<file path="src/rtl/gie_pkg.sv">
package gie_pkg;
  localparam int NUM_CRIT = 3;
  localparam int NUM_MAIN = 17;
  localparam int NUM_PER  = 22;
  localparam int NUM_TASK = 16;
  localparam int TASK_IW  = $clog2(NUM_TASK);
  localparam int ADDR_W   = 3;
  localparam int DATA_W   = 32;

  localparam int MAIN_MSB = 16;  // mask bit = MAIN_MSB - n
  localparam int PER_MSB  = 31;  // mask bit = PER_MSB - n
  localparam int MAIN_BOOST_CODE = 4;
  localparam int CRIT_BOOST_CODE = 2;

  localparam logic [DATA_W-1:0] MAIN_IMPL  = 32'h0001_0fff;
  localparam logic [DATA_W-1:0] PER_IMPL   = 32'hffff_fc00;
  localparam logic [DATA_W-1:0] MAIN_RST   = 32'h0001_0fff;
  localparam logic [DATA_W-1:0] PER_RST    = 32'h7fff_fc00;

  typedef enum logic [ADDR_W-1:0] {
    A_STATUS = 3'd0,
    A_MMASK  = 3'd1,
    A_PMASK  = 3'd2,
    A_BHI    = 3'd3,
    A_BMID   = 3'd4,
    A_TMASK  = 3'd5,
    A_TPEND  = 3'd6,
    A_TASKID = 3'd7
  } reg_addr_e;
endpackage

</file>
<file path="src/rtl/gie_pick_lowest.sv">
module gie_pick_lowest #(
  parameter int W  = 8,
  parameter int IW = (W > 1) ? $clog2(W) : 1
) (
  input  logic [W-1:0]  vec_i,
  output logic          valid_o,
  output logic [IW-1:0] idx_o
);
  always_comb begin
    valid_o = |vec_i;
    idx_o   = '0;
    for (int i = W - 1; i >= 0; i--) begin
      if (vec_i[i]) idx_o = IW'(i);
    end
  end

  always_comb begin
    if (valid_o) begin
      AST_PICK_HIT: assert (vec_i[idx_o]);
      AST_PICK_LOWEST: assert ((vec_i & (({{(W-1){1'b0}}, 1'b1} << idx_o) - 1'b1)) == '0);
    end
  end
endmodule

</file>
<file path="src/rtl/gie_task_cascade.sv">
module gie_task_cascade
  import gie_pkg::*;
#(
  parameter int NT = NUM_TASK,
  parameter int IW = $clog2(NT)
) (
  input  logic          clk_i,
  input  logic          rst_ni,
  input  logic [NT-1:0] set_i,
  input  logic [NT-1:0] clr_i,
  input  logic          mask_we_i,
  input  logic [NT-1:0] mask_d_i,
  output logic [NT-1:0] pend_o,
  output logic [NT-1:0] mask_o,
  output logic          any_o,
  output logic [IW-1:0] id_o
);
  logic [NT-1:0] pend_q, mask_q;

  always_ff @(posedge clk_i or negedge rst_ni) begin
    if (!rst_ni) begin
      pend_q <= '0;
      mask_q <= '1;
    end else begin
      pend_q <= (pend_q & ~clr_i) | set_i;  // set wins
      if (mask_we_i) mask_q <= mask_d_i;
    end
  end

  gie_pick_lowest #(.W(NT), .IW(IW)) u_pick (
    .vec_i  (pend_q & ~mask_q),
    .valid_o(any_o),
    .idx_o  (id_o)
  );

  assign pend_o = pend_q;
  assign mask_o = mask_q;

  AST_TASK_SET: assert property (@(posedge clk_i) disable iff (!rst_ni)
    (set_i != '0) |=> ((pend_q & $past(set_i)) == $past(set_i)));
  AST_TASK_CLEAR: assert property (@(posedge clk_i) disable iff (!rst_ni)
    ((clr_i & ~set_i) != '0) |=> ((pend_q & $past(clr_i & ~set_i)) == '0));
  AST_TASK_ID_VALID: assert property (@(posedge clk_i) disable iff (!rst_ni)
    any_o |-> (pend_q[id_o] && !mask_q[id_o]));
endmodule

</file>
<file path="src/rtl/gie_status_build.sv">
module gie_status_build
  import gie_pkg::*;
(
  input  logic                clk_i,
  input  logic                rst_ni,
  input  logic [NUM_CRIT-1:0] crit_pend_i,
  input  logic [NUM_MAIN-1:0] main_pend_i,
  input  logic [NUM_PER-1:0]  per_pend_i,
  input  logic [NUM_PER-1:0]  boost_hi_i,
  input  logic [NUM_PER-1:0]  boost_mid_i,
  output logic [DATA_W-1:0]   status_o
);
  localparam int MIW = $clog2(NUM_MAIN);
  localparam int PIW = $clog2(NUM_PER);

  logic [2:0][NUM_PER-1:0] per_set;
  logic [2:0]              set_any;
  logic [2:0][PIW-1:0]     set_idx;

  assign per_set[0] = per_pend_i & boost_hi_i;
  assign per_set[1] = per_pend_i & boost_mid_i & ~boost_hi_i;
  assign per_set[2] = per_pend_i & ~boost_hi_i & ~boost_mid_i;

  for (genvar g = 0; g < 3; g++) begin : g_per_lvl
    gie_pick_lowest #(.W(NUM_PER), .IW(PIW)) u_pick (
      .vec_i  (per_set[g]),
      .valid_o(set_any[g]),
      .idx_o  (set_idx[g])
    );
  end

  logic [3:0] crit_codes;
  logic       c_v;
  logic [1:0] c_idx;
  assign crit_codes = {crit_pend_i[2], set_any[0], crit_pend_i[1], crit_pend_i[0]};

  gie_pick_lowest #(.W(4), .IW(2)) u_crit (
    .vec_i(crit_codes), .valid_o(c_v), .idx_o(c_idx)
  );

  logic [NUM_MAIN-1:0] main_codes;
  logic                m_v;
  logic [MIW-1:0]      m_idx;
  always_comb begin
    main_codes = main_pend_i;
    main_codes[MAIN_BOOST_CODE] = set_any[1];
  end

  gie_pick_lowest #(.W(NUM_MAIN), .IW(MIW)) u_main (
    .vec_i(main_codes), .valid_o(m_v), .idx_o(m_idx)
  );

  logic [1:0] per_sel;
  always_comb begin
    if (c_v && c_idx == 2'(CRIT_BOOST_CODE))      per_sel = 2'd0;
    else if (m_v && m_idx == MIW'(MAIN_BOOST_CODE)) per_sel = 2'd1;
    else                                            per_sel = 2'd2;
  end

  always_comb begin
    status_o = '0;
    if (c_v) begin
      status_o[10]  = 1'b1;
      status_o[9:8] = c_idx;
    end
    if (m_v) begin
      status_o[21]    = 1'b1;
      status_o[20:16] = 5'(m_idx);
    end
    if (set_any[per_sel]) begin
      status_o[29]    = 1'b1;
      status_o[28:24] = 5'(set_idx[per_sel]);
    end
  end

  AST_BOOST_LINK_HI: assert property (@(posedge clk_i) disable iff (!rst_ni)
    (status_o[10] && status_o[9:8] == 2'd2) |-> status_o[29]);
  AST_BOOST_LINK_MID: assert property (@(posedge clk_i) disable iff (!rst_ni)
    (status_o[21] && status_o[20:16] == 5'd4) |-> status_o[29]);
  AST_IDLE_ZERO: assert property (@(posedge clk_i) disable iff (!rst_ni)
    (crit_pend_i == '0 && main_pend_i == '0 && per_pend_i == '0) |-> (status_o == '0));
endmodule

</file>
<file path="src/rtl/grp_irq_encoder.sv">
module grp_irq_encoder
  import gie_pkg::*;
(
  input  logic                clk_i,
  input  logic                rst_ni,
  input  logic [NUM_CRIT-1:0] crit_req_i,
  input  logic [NUM_MAIN-1:0] main_req_i,
  input  logic [NUM_PER-2:0]  per_req_i,
  input  logic [NUM_TASK-1:0] task_req_i,
  input  logic                wr_en_i,
  input  logic                rd_en_i,
  input  logic [ADDR_W-1:0]   addr_i,
  input  logic [DATA_W-1:0]   wdata_i,
  output logic [DATA_W-1:0]   rdata_o
);
  localparam logic [DATA_W-1:0] BOOST_IMPL = DATA_W'((64'd1 << NUM_PER) - 1);

  logic [NUM_CRIT-1:0] crit_q;
  logic [NUM_MAIN-1:0] main_q;
  logic [NUM_PER-2:0]  per_q;
  logic [DATA_W-1:0]   mmask_q, pmask_q, bhi_q, bmid_q, rdata_q;

  always_ff @(posedge clk_i or negedge rst_ni) begin
    if (!rst_ni) begin
      crit_q  <= '0;
      main_q  <= '0;
      per_q   <= '0;
      mmask_q <= MAIN_RST;
      pmask_q <= PER_RST;
      bhi_q   <= '0;
      bmid_q  <= '0;
    end else begin
      crit_q <= crit_req_i;
      main_q <= main_req_i;
      per_q  <= per_req_i;
      if (wr_en_i) begin
        unique case (reg_addr_e'(addr_i))
          A_MMASK: mmask_q <= wdata_i & MAIN_IMPL;
          A_PMASK: pmask_q <= wdata_i & PER_IMPL;
          A_BHI:   bhi_q   <= wdata_i & BOOST_IMPL;
          A_BMID:  bmid_q  <= wdata_i & BOOST_IMPL;
          default: ;
        endcase
      end
    end
  end

  logic [NUM_TASK-1:0] t_pend, t_mask, t_clr;
  logic                t_any;
  logic [TASK_IW-1:0]  t_id;

  assign t_clr = (wr_en_i && reg_addr_e'(addr_i) == A_TPEND) ? wdata_i[NUM_TASK-1:0] : '0;

  gie_task_cascade #(.NT(NUM_TASK), .IW(TASK_IW)) u_task (
    .clk_i    (clk_i),
    .rst_ni   (rst_ni),
    .set_i    (task_req_i),
    .clr_i    (t_clr),
    .mask_we_i(wr_en_i && reg_addr_e'(addr_i) == A_TMASK),
    .mask_d_i (wdata_i[NUM_TASK-1:0]),
    .pend_o   (t_pend),
    .mask_o   (t_mask),
    .any_o    (t_any),
    .id_o     (t_id)
  );

  logic [NUM_MAIN-1:0] main_pend;
  logic [NUM_PER-1:0]  per_pend;

  for (genvar n = 0; n < NUM_MAIN; n++) begin : g_main
    if (n >= 1 && n <= MAIN_BOOST_CODE) begin : g_gap
      assign main_pend[n] = 1'b0;
    end else begin : g_src
      assign main_pend[n] = main_q[n] & ~mmask_q[MAIN_MSB-n];
    end
  end

  for (genvar n = 0; n < NUM_PER; n++) begin : g_per
    if (n == 0) begin : g_casc
      assign per_pend[n] = t_any & ~pmask_q[PER_MSB];
    end else begin : g_src
      assign per_pend[n] = per_q[n-1] & ~pmask_q[PER_MSB-n];
    end
  end

  logic [DATA_W-1:0] status_w;

  gie_status_build u_stat (
    .clk_i      (clk_i),
    .rst_ni     (rst_ni),
    .crit_pend_i(crit_q),
    .main_pend_i(main_pend),
    .per_pend_i (per_pend),
    .boost_hi_i (bhi_q[NUM_PER-1:0]),
    .boost_mid_i(bmid_q[NUM_PER-1:0]),
    .status_o   (status_w)
  );

  logic [DATA_W-1:0] rd_mux;
  always_comb begin
    unique case (reg_addr_e'(addr_i))
      A_STATUS: rd_mux = status_w;
      A_MMASK:  rd_mux = mmask_q;
      A_PMASK:  rd_mux = pmask_q;
      A_BHI:    rd_mux = bhi_q;
      A_BMID:   rd_mux = bmid_q;
      A_TMASK:  rd_mux = DATA_W'(t_mask);
      A_TPEND:  rd_mux = DATA_W'(t_pend);
      default:  rd_mux = DATA_W'({t_any, t_id});
    endcase
  end

  always_ff @(posedge clk_i or negedge rst_ni) begin
    if (!rst_ni)      rdata_q <= '0;
    else if (rd_en_i) rdata_q <= rd_mux;
  end

  assign rdata_o = rdata_q;

  AST_RD_HOLD: assert property (@(posedge clk_i) disable iff (!rst_ni)
    !rd_en_i |=> $stable(rdata_o));
  AST_MAIN_GAP: assert property (@(posedge clk_i) disable iff (!rst_ni)
    status_w[21] |-> !(status_w[20:16] inside {5'd1, 5'd2, 5'd3}));
  AST_CASC_MASKED: assert property (@(posedge clk_i) disable iff (!rst_ni)
    pmask_q[PER_MSB] |-> !(status_w[29] && status_w[28:24] == 5'd0));
endmodule

</file>
<file path="config.mk">
export PLATFORM = sky130hd
export DESIGN_NAME = grp_irq_encoder
export DESIGN_NICKNAME = d
export VERILOG_FILES = /design/src/rtl/gie_pkg.sv /design/src/rtl/gie_pick_lowest.sv /design/src/rtl/gie_task_cascade.sv /design/src/rtl/gie_status_build.sv /design/src/rtl/grp_irq_encoder.sv
export SDC_FILE = /design/constraint.sdc
export NUM_CORES = 1
export LEC_CHECK = 0
export CAP_MARGIN = 20
export CORE_MARGIN = 2
export CORE_UTILIZATION = 55
export CTS_CLUSTER_DIAMETER = 40
export CTS_CLUSTER_SIZE = 12
export DETAILED_ROUTE_END_ITERATION = 10
export PLACE_DENSITY = 0.79
export SYNTH_ARGS = -nofsm -noshare
export SYNTH_HDL_FRONTEND = slang
export SYNTH_SLANG_ARGS = --single-unit
export TNS_END_PERCENT = 30
</file>
<file path="constraint.sdc">
create_clock -name clk_i -period 3.7 [get_ports clk_i]
set_clock_uncertainty 0.15 [all_clocks]
set_input_delay 0.74 -clock clk_i [delete_from_list [all_inputs] [get_ports clk_i]]
set_output_delay 0.74 -clock clk_i [all_outputs]
set_load 0.005 [all_outputs]
</file>
# After elaboration in Yosys (flattened, before gate mapping)
# Index checks and enable logic that the tools add are counted.
dict set report totals {
  register_bits 184
  inputBits 96
}
dict set report op_classes {
  order_cmp 1
  eq_ne 8
  muxes 111
  bitwise_logic 82
  reduce_logical 15
}
# operator count
set op_table {}
lappend op_table {{$mux 5} 81}
lappend op_table {{$pmux 32 s7} 1}
lappend op_table {{$and 22x22->22} 5}
lappend op_table {{$reduce_or 22->1} 3}
lappend op_table {{$mux 4} 16}
lappend op_table {{$not 22->22} 2}
lappend op_table {{$and 1x1->1} 35}
lappend op_table {{$not 1->1} 35}
lappend op_table {{$reduce_or 35->1} 1}
lappend op_table {{$and 16x16->16} 2}
lappend op_table {{$not 16->16} 2}
lappend op_table {{$reduce_or 25->1} 1}
lappend op_table {{$mux 16} 1}
lappend op_table {{$or 16x16->16} 1}
lappend op_table {{$reduce_or 16->1} 1}
lappend op_table {{$mux 2} 6}
lappend op_table {{$mux 6} 2}
lappend op_table {{$bmux 5 s2} 1}
lappend op_table {{$eq 3x3->1 const B} 3}
lappend op_table {{$reduce_and 2->1} 4}
lappend op_table {{$eq 3x2->1 const B} 2}
lappend op_table {{$eq 5x3->1 const B} 1}
lappend op_table {{$logic_and 1x1->1} 4}
lappend op_table {{$eq 3x1->1 const B} 1}
lappend op_table {{6 further kinds} 6}

# Depth between registers and ports, before layout
# Gate-level depths: netlist of run 1.
dict set report depth {
  word_depth 32
  mapped_depth 9
}

# By module
# A second synthesis of run 1 with hierarchy kept.
dict set report unflattened {
  hier_cells 923
  hier_area_um2 10133.5
}
# mod n_inst cells_per_inst area_per_inst_um2 seq_area_each_um2
set by_module_without_submodules {}
lappend by_module_without_submodules {grp_irq_encoder 1 504 6727.7 3746.1}
lappend by_module_without_submodules {gie_task_cascade 1 98 1350.0 820.8}
lappend by_module_without_submodules {gie_status_build 1 117 874.6 0.0}
lappend by_module_without_submodules {{gie_pick_lowest at u_stat.g_per_lvl[0].u_pick ...} 3 43 261.5 0.0}
lappend by_module_without_submodules {{gie_pick_lowest at u_stat.u_main} 1 34 185.2 0.0}
lappend by_module_without_submodules {{gie_pick_lowest at u_task.u_pick} 1 34 176.4 0.0}
lappend by_module_without_submodules {{gie_pick_lowest at u_stat.u_crit} 1 7 35.0 0.0}

# Least setup slack after synthesis of run 1
# Ideal clock, no wire load.
dict set report synth_timing {
  path_kind {register -> register}
  from {reg u_task.mask_q[5] (netlist: u_task.mask_o[5])}
  to {reg rdata_q[26] (netlist: rdata_o[26])}
  setup_time_ns 0.126
  arrival_ns 2.559
  path_slack_ns 0.865
  path_stages_with_launch 9
  n_path_buf 0
  path_cell_list {dfstp_2 -> nor2b_1 -> or4_4 -> o41ai_4 -> o311ai_2 -> o21ai_4 -> mux2i_1 -> mux2i_1 -> a221o_1}
}
dict set report synth_via {
  elab_chain_cells 17
  word_cells_on_any_way 34
  cone_classes {eq/ne: 2; mux: 16; bitwise: 8; reduce/logical: 8}
}
# item line
set synth_lines {}
lappend synth_lines {{start, declared} gie_task_cascade.sv:18} ;# logic [NT-1:0] pend_q, mask_q;
lappend synth_lines {{start signal, assigned} gie_task_cascade.sv:26} ;# if (mask_we_i) mask_q <= mask_d_i;
lappend synth_lines {{$not 16->16 (*)} gie_task_cascade.sv:31} ;# .vec_i (pend_q & ~mask_q),
lappend synth_lines {{$and 16x16->16 (*)} gie_task_cascade.sv:31}
lappend synth_lines {{$reduce_or 16->1 (*)} gie_pick_lowest.sv:10} ;# valid_o = |vec_i;
lappend synth_lines {{$and 1x1->1 (*)} grp_irq_encoder.sv:80} ;# assign per_pend[n] = t_any & ~pmask_q[PER_MSB];
lappend synth_lines {{$and 22x22->22 (2 in series)} gie_status_build.sv:21} ;# assign per_set[1] = per_pend_i & boost_mid_i & ~boost_hi_i;
lappend synth_lines {{$reduce_or 22->1} gie_pick_lowest.sv:10}
lappend synth_lines {{$mux 5 (2 in series)} gie_pick_lowest.sv:13} ;# if (vec_i[i]) idx_o = IW'(i);
lappend synth_lines {{$eq 5x3->1} gie_status_build.sv:56} ;# else if (m_v && m_idx == MIW'(MAIN_BOOST_CODE)) per_sel = 2'd1;
lappend synth_lines {{$logic_and 1x1->1} gie_status_build.sv:56}
lappend synth_lines {{$mux 2} gie_status_build.sv:56}
lappend synth_lines {{$mux 2} gie_status_build.sv:55} ;# if (c_v && c_idx == 2'(CRIT_BOOST_CODE)) per_sel = 2'd0;
lappend synth_lines {{$bmux 5 s2 or $bmux 1 s2 (tied branches)} {gie_status_build.sv:72, gie_status_build.sv:70}}
lappend synth_lines {{$mux 5 (implied by the code) or $mux 1 (tied branches)} {gie_status_build.sv:72, gie_status_build.sv:70}}
lappend synth_lines {{$mux 6 (*)} gie_status_build.sv:70} ;# if (set_any[per_sel]) begin
lappend synth_lines {{$pmux 32 s7 (*)} grp_irq_encoder.sv:101} ;# unique case (reg_addr_e'(addr_i))
lappend synth_lines {{end signal, assigned} grp_irq_encoder.sv:115} ;# else if (rd_en_i) rdata_q <= rd_mux;
lappend synth_lines {{end, declared} grp_irq_encoder.sv:21} ;# logic [DATA_W-1:0] mmask_q, pmask_q, bhi_q, bmid_q, rdata_q;
# Mark *: on every way between the ends. The rest lies on a longest branch, timed or not. The select of a mux whose other input is x is not followed.
# A chain may end at the register's enable or synchronous reset.

# Final worst setup path of run 1
dict set report layout_timing {
  from {reg u_task.mask_q[4] (netlist: u_task.mask_o[4])}
  to {reg rdata_q[26] (netlist: rdata_o[26])}
}
# The elaborated chain is that of the path after synthesis.

==> results.yml, run 1 <==
cells_and_area:
  mostFrequentLayoutCell: "dfrtp_1"
  stdcell_count: 1208
  final_nets: 1071
  syn2layout_area_growth_pct: 24.3
  drive_gt1_frac: 0.243
  nFillCells: 1216
  layout_common_cells: "dfrtp_1 (130), clkdlybuf4s50_1 (122), mux2_2 (106)"
  antenna_cells: 0
die:
  io_pins: 128
  start_util: 0.558
  rows: 47
  core_mm2: 0.0164
  fp.dieH_um: 133
  die_area_mm2: 0.0177
  die_w_um: 133
yosys:
  yosysSeqAreaShare: 0.499
  synth_area_leaders: "dfrtp_1 (36%), dfstp_2 (14%), mux2_2 (13%)"
  synth_edf_count: 0
  synth_cell_types: 70
  synth_ff_type: "dfrtp_1"
  synth_seq_cells: 180
  synth_top_area_cell: "dfrtp_1"
  synth_top_area_share: 0.355
  syn-num-nets: 930
  ys_async_sr_fraction: 1.00
  syn_area_mm2: 0.00916
  syn_avg_cell_area_um2: 11.0
  yosysWarningCount: 0
  synthCells: 834
global_route:
  grt_max_degree: 71
  grt_pass1_wl_mm: 41.9
  grt_usage: 0.314
  grt_pass1_vias: 7416
  antenna_found_initial: 0
  grt-ovfl-total: 0
critical_path:
  critical-path-max-stage-delay_ns: 0.57
  slowest_stage: "or4_4"
  critPathMaxFanout: 8
  crit_chain: "nor2b_1 > or4_4 > o41ai_4 > o311ai_2 > o21ai_4 > mux2i_1 > mux2i_1 > a221o_1"
  rrSetupSlack_ns: 0.41
  start_kind: "flop"
  endpoint_kind: "flop"
  criticalPathCategory: "reg2reg"
  path_buf_inv: 0
  crit_family: "compound AO/OA/AOI/OAI gates"
  cpMostUsedCell: "mux2i_1"
  crit_arrival_ns: 3.46
  crit_required_ns: 3.87
sta:
  max_freq_ghz: 0.304
  worst_pin_slew_ns: 0.931
  fin_crit_ns: 3.29
  rsz0062_at_grt: "no"
  slew_headroom: 0.371
  finalHoldViolCount: 0
  whs_ns: 0.108
  fin_tns_setup_ns: 0
  slew_violations: 0
  setup_viol: 0
  layout_worst_path_cycle_share: 0.889
clock_tree:
  cts_resized: 0
  clockRootBuffer: "clkbuf_16"
  htreeDepth: 4
  clk_transition_reported_paths_ns: 0.07
  cts.sinks: 180
  post-cts-setup-buffers: 0
  tritoncts: "done"
  insertion_delay_ns: 0.44
  clk_path_buf_depth: 2
  cts_buffers: 17
  cts_hold_buffers: 0
routing:
  routed_wl_mm: 27.0
  first_pass_iters: 6
  routedWlPerCell_um: 22.3
  drtAntennaViolNets: 0
  drc: 0
  num_vias: 7654
  drtIter0Drc: 799
  via_per_inst: 6.34
placement:
  io_buffers: 123
  gp_congestion: 0.973
  dp_hpwl_mm: 20.3
  dpl.cell_count: 1176
hold_path:
  hold_class: "in2async"
flow_run:
  max_cap_viol_count: 0
status:
  status: "complete, no violations"
power:
  power_density_mw_per_mm2: 522
  p_leak_nw: 4.53
  peakVddDrop_mv: 0.328
-- per-layer routing --
metal	part of all wire	wire (um)	track usage	vias up
met5	0	0	0	-
met4	0.023	622	0.0938	0
met3	0.081	2180	0.0636	51
met2	0.47	12600	0.495	379
met1	0.43	11600	0.441	3778
li1	-	-	-	3446
-- where the power goes --
part           leakage [nW]  switching (mW)  internal, mW
clock network         0.259           0.834         0.899
registers              2.04           0.362          2.36
logic                  2.23           0.739         0.752
total                  4.53            1.93          4.01
-- flip-flops by register name, summed over array words and instances (netlist names), 16 cells and up --
signal / count
bhi_q: 22
bmid_q: 22
pmask_q: 22
u_task.mask_o: 16
per_q: 21
rdata_o: 32
u_task.pend_o: 16
-- final cells by class --
class	instances	area, um^2	area share
well taps	220	275	0.0242
inverters	18	67.6	0.00594
clock inverters	13	115	0.0101
multi-input cells	605	4420	0.388
flip-flops and latches	180	4570	0.401
clock buffers	19	443	0.0389
repair buffers	153	1500	0.131
-- logic make-up after synthesis --
family	share of synthesized area
simple gates	0.185
compound gates	0.162
flops	0.499
mux	0.134
buf+inv	0.0202
xor+xnor	0.000957
-- cell usage after synthesis, types with 4 or more instances --
cell      number
a21o_1        25
a21oi_1       33
a221oi_1      19
a222oi_1       5
a22o_1        11
a22oi_1       10
a31oi_1       14
and2_1         5
buf_1          5
clkbuf_1      25
dfrtp_1      130
dfstp_2       50
inv_1         18
mux2_2       106
nand2_1       60
nand2b_1      19
nand3_1       15
nand3b_1      21
nand4_1        5
nor2_1        49
nor2b_1       29
nor3_1        18
nor3b_1        8
nor4_1         6
nor4b_1       13
nor4bb_1      16
o211ai_1       4
o21ai_0       31
o21ai_1        4
o21bai_1       5
o31ai_1       10
or4b_2         6
-- path summary, 6_finish.rpt --
| check | from | end | cells past startpoint |
|---|---|---|---|
| worst max register to register | u_task.mask_o[4] | rdata_o[26] | 8 |
| worst max-delay path | u_task.mask_o[4] | rdata_o[26] | 8 |
| min in group clk_i | rdata_o[15] | rdata_o[15] | 1 |
| max in group asynchronous | rst_ni | mmask_q[0] | 2 |
| worst min register to register | rdata_o[15] | rdata_o[15] | 1 |
| worst min-delay path | rst_ni | rdata_o[18] | 1 |
-- metrics by stage --
step | setup slack [ns] | util | area, um^2 | total power [mW]
6_report | 0.410 | 0.694 | 11400 | 5.94
3_3_place_gp | 0.489 | 0.660 | 10800 | 4.16
2_1_floorplan | 0.865 | - | 9160 | 3.54
5_1_grt | 0.271 | 0.694 | 11400 | 6.20
4_1_cts | 0.430 | 0.694 | 11400 | 5.93
3_5_place_dp | 0.491 | 0.660 | 10800 | 4.20
-- worst register-to-register path, stage by stage, from the launching register on --
cell	delay (ns)
dfstp_2	0.55
nor2b_1	0.09
or4_4	0.57
o41ai_4	0.46
o311ai_2	0.28
o21ai_4	0.36
mux2i_1	0.27
mux2i_1	0.12
a221o_1	0.33
Power figures use the tool's default switching activity.
==> run 2: changes to the inputs <==
==> constraint.sdc (replaced) <==
create_clock -name clk_i -period 3.4 [get_ports clk_i]
set_clock_uncertainty 0.15 [all_clocks]
set_input_delay 0.68 -clock clk_i [delete_from_list [all_inputs] [get_ports clk_i]]
set_output_delay 0.68 -clock clk_i [all_outputs]
set_load 0.02 [all_outputs]
==> run 2 against run 1 <==
Critical path depth unchanged. First-iteration DRC count increased by 5.8%. Worst hold slack got worse by 0.038 ns. Sequential cell count unchanged. Count of clock-buffer cells in the layout decreased by 2. Final cell count increased by 0.66%. Utilization increased by 0.66 points. Sequential share of layout area decreased by 0.38 points. Clock power increased by 21%. Maximum frequency increased by 1.1%. Worst setup slack got worse by 0.27 ns. Total power increased by 14%. Highest routed layer unchanged.
==> results.yml, run 2 (synthesized netlist as in run 1, its figures left out) <==
sta:
  max_freq_ghz: 0.307
  rsz0062_at_grt: "no"
  slew_violations: 0
  setup_viol: 0
  worst_pin_slew_ns: 0.909
  slew_headroom: 0.385
  finalHoldViolCount: 0
  layout_worst_path_cycle_share: 0.958
  fin_crit_ns: 3.26
  fin_tns_setup_ns: 0
routing:
  via_per_inst: 6.44
  drtIter0Drc: 845
  routed_wl_mm: 27.4
  num_vias: 7831
  routedWlPerCell_um: 22.5
  first_pass_iters: 7
  drtAntennaViolNets: 0
  drc: 0
critical_path:
  crit_chain: "nand2b_1 > nand4_1 > o41ai_4 > o311ai_2 > o21ai_4 > mux2i_1 > mux2i_1 > a221o_1"
  cpMostUsedCell: "mux2i_1"
  path_buf_inv: 0
  crit_required_ns: 3.57
  slowest_stage: "o41ai_4"
  start_kind: "flop"
  cp-startpoint: "u_task.mask_o[12]"
  crit_arrival_ns: 3.42
  crit_family: "compound AO/OA/AOI/OAI gates"
  critPathMaxFanout: 8
  criticalPathCategory: "reg2reg"
  regToRegStartpoint: "u_task.mask_o[12]"
  endpoint_kind: "flop"
  critical-path-max-stage-delay_ns: 0.65
cells_and_area:
  layout_common_cells: "dfrtp_1 (130), clkdlybuf4s50_1 (122), mux2_2 (106)"
  mostFrequentLayoutCell: "dfrtp_1"
  nFillCells: 1203
  largest_register_ffs: 32
  antenna_cells: 0
  stdcell_count: 1216
  drive_gt1_frac: 0.250
  multiInputGateArea_mm2: 0.00442
  syn2layout_area_growth_pct: 25.5
  seq_area_mm2: 0.00457
  final_nets: 1079
clock_tree:
  tritoncts: "done"
  cts_buffers: 17
  post-cts-setup-buffers: 0
  insertion_delay_ns: 0.44
  cts_resized: 0
  cts_hold_buffers: 0
  htreeDepth: 4
  clk_path_buf_depth: 2
  clk_transition_reported_paths_ns: 0.07
  clockRootBuffer: "clkbuf_16"
  cts.sinks: 180
die:
  start_util: 0.558
  fp.dieH_um: 133
  core_mm2: 0.0164
  io_pins: 128
  die_w_um: 133
  rows: 47
  die_area_mm2: 0.0177
global_route:
  grt_pass1_vias: 7847
  grt_max_degree: 69
  grt_pass1_wl_mm: 43.0
  antenna_found_initial: 0
  grt-ovfl-total: 0
  grt_usage: 0.318
power:
  p_leak_nw: 4.61
  power_density_mw_per_mm2: 588
  peakVddDrop_mv: 0.409
status:
  status: "complete, no violations"
hold_path:
  hold_class: "in2async"
placement:
  dp_hpwl_mm: 20.1
  gp_congestion: 0.971
  io_buffers: 123
  dpl.cell_count: 1184
flow_run:
  max_cap_viol_count: 0
-- run 2: where the power goes --
| group | leakage [nW] | total, mW | internal (mW) | switching, mW |
|---|---|---|---|---|
| combinational | 2.26 | 1.70 | 0.833 | 0.865 |
| sequential | 2.04 | 2.96 | 2.56 | 0.399 |
| clock | 0.300 | 2.09 | 1.18 | 0.915 |
-- run 2: final cells by class --
type                            instances  share of cell area
Clock buffer                           17              0.0370
Clock inverter                         15              0.0168
Inverter                               18             0.00588
Multi-Input combinational cell        605               0.385
Sequential cell                       180               0.397
Tap cell                              220              0.0240
Timing Repair Buffer                  161               0.134
-- run 2: worst paths after layout --
check | to | slack (ns) | depth (start not counted)
setup / recovery | rdata_o[26] | 0.14 | 8
hold / removal | rdata_o[19] | 0.07 | 1
setup reg to reg | rdata_o[26] | 0.14 | 8
hold reg to reg | rdata_o[14] | 0.33 | 1
max in group asynchronous | u_task.mask_o[11] | 2.17 | 2
min in group clk_i | rdata_o[14] | 0.33 | 1
-- run 2: per-layer routing --
metal | global-route usage | vias up | routed length, um
li1 | - | 3458 | -
met1 | 0.442 | 3877 | 11700
met2 | 0.508 | 415 | 12700
met3 | 0.0479 | 81 | 2100
met4 | 0.122 | 0 | 886
met5 | 0 | - | 0
-- run 2: per-stage QoR --
stage	power (mW)	utilization	hold WS, ns	cell area, um^2	setup slack, ns
floorplan	3.91	-	0.234	9160	0.565
global placement	4.57	0.663	0.317	10900	0.300
detailed placement	4.63	0.663	0.318	10900	0.250
CTS	6.72	0.700	0.0934	11500	0.221
global route	7.01	0.700	0.121	11500	0.0741
finish	6.75	0.700	0.0701	11500	0.144
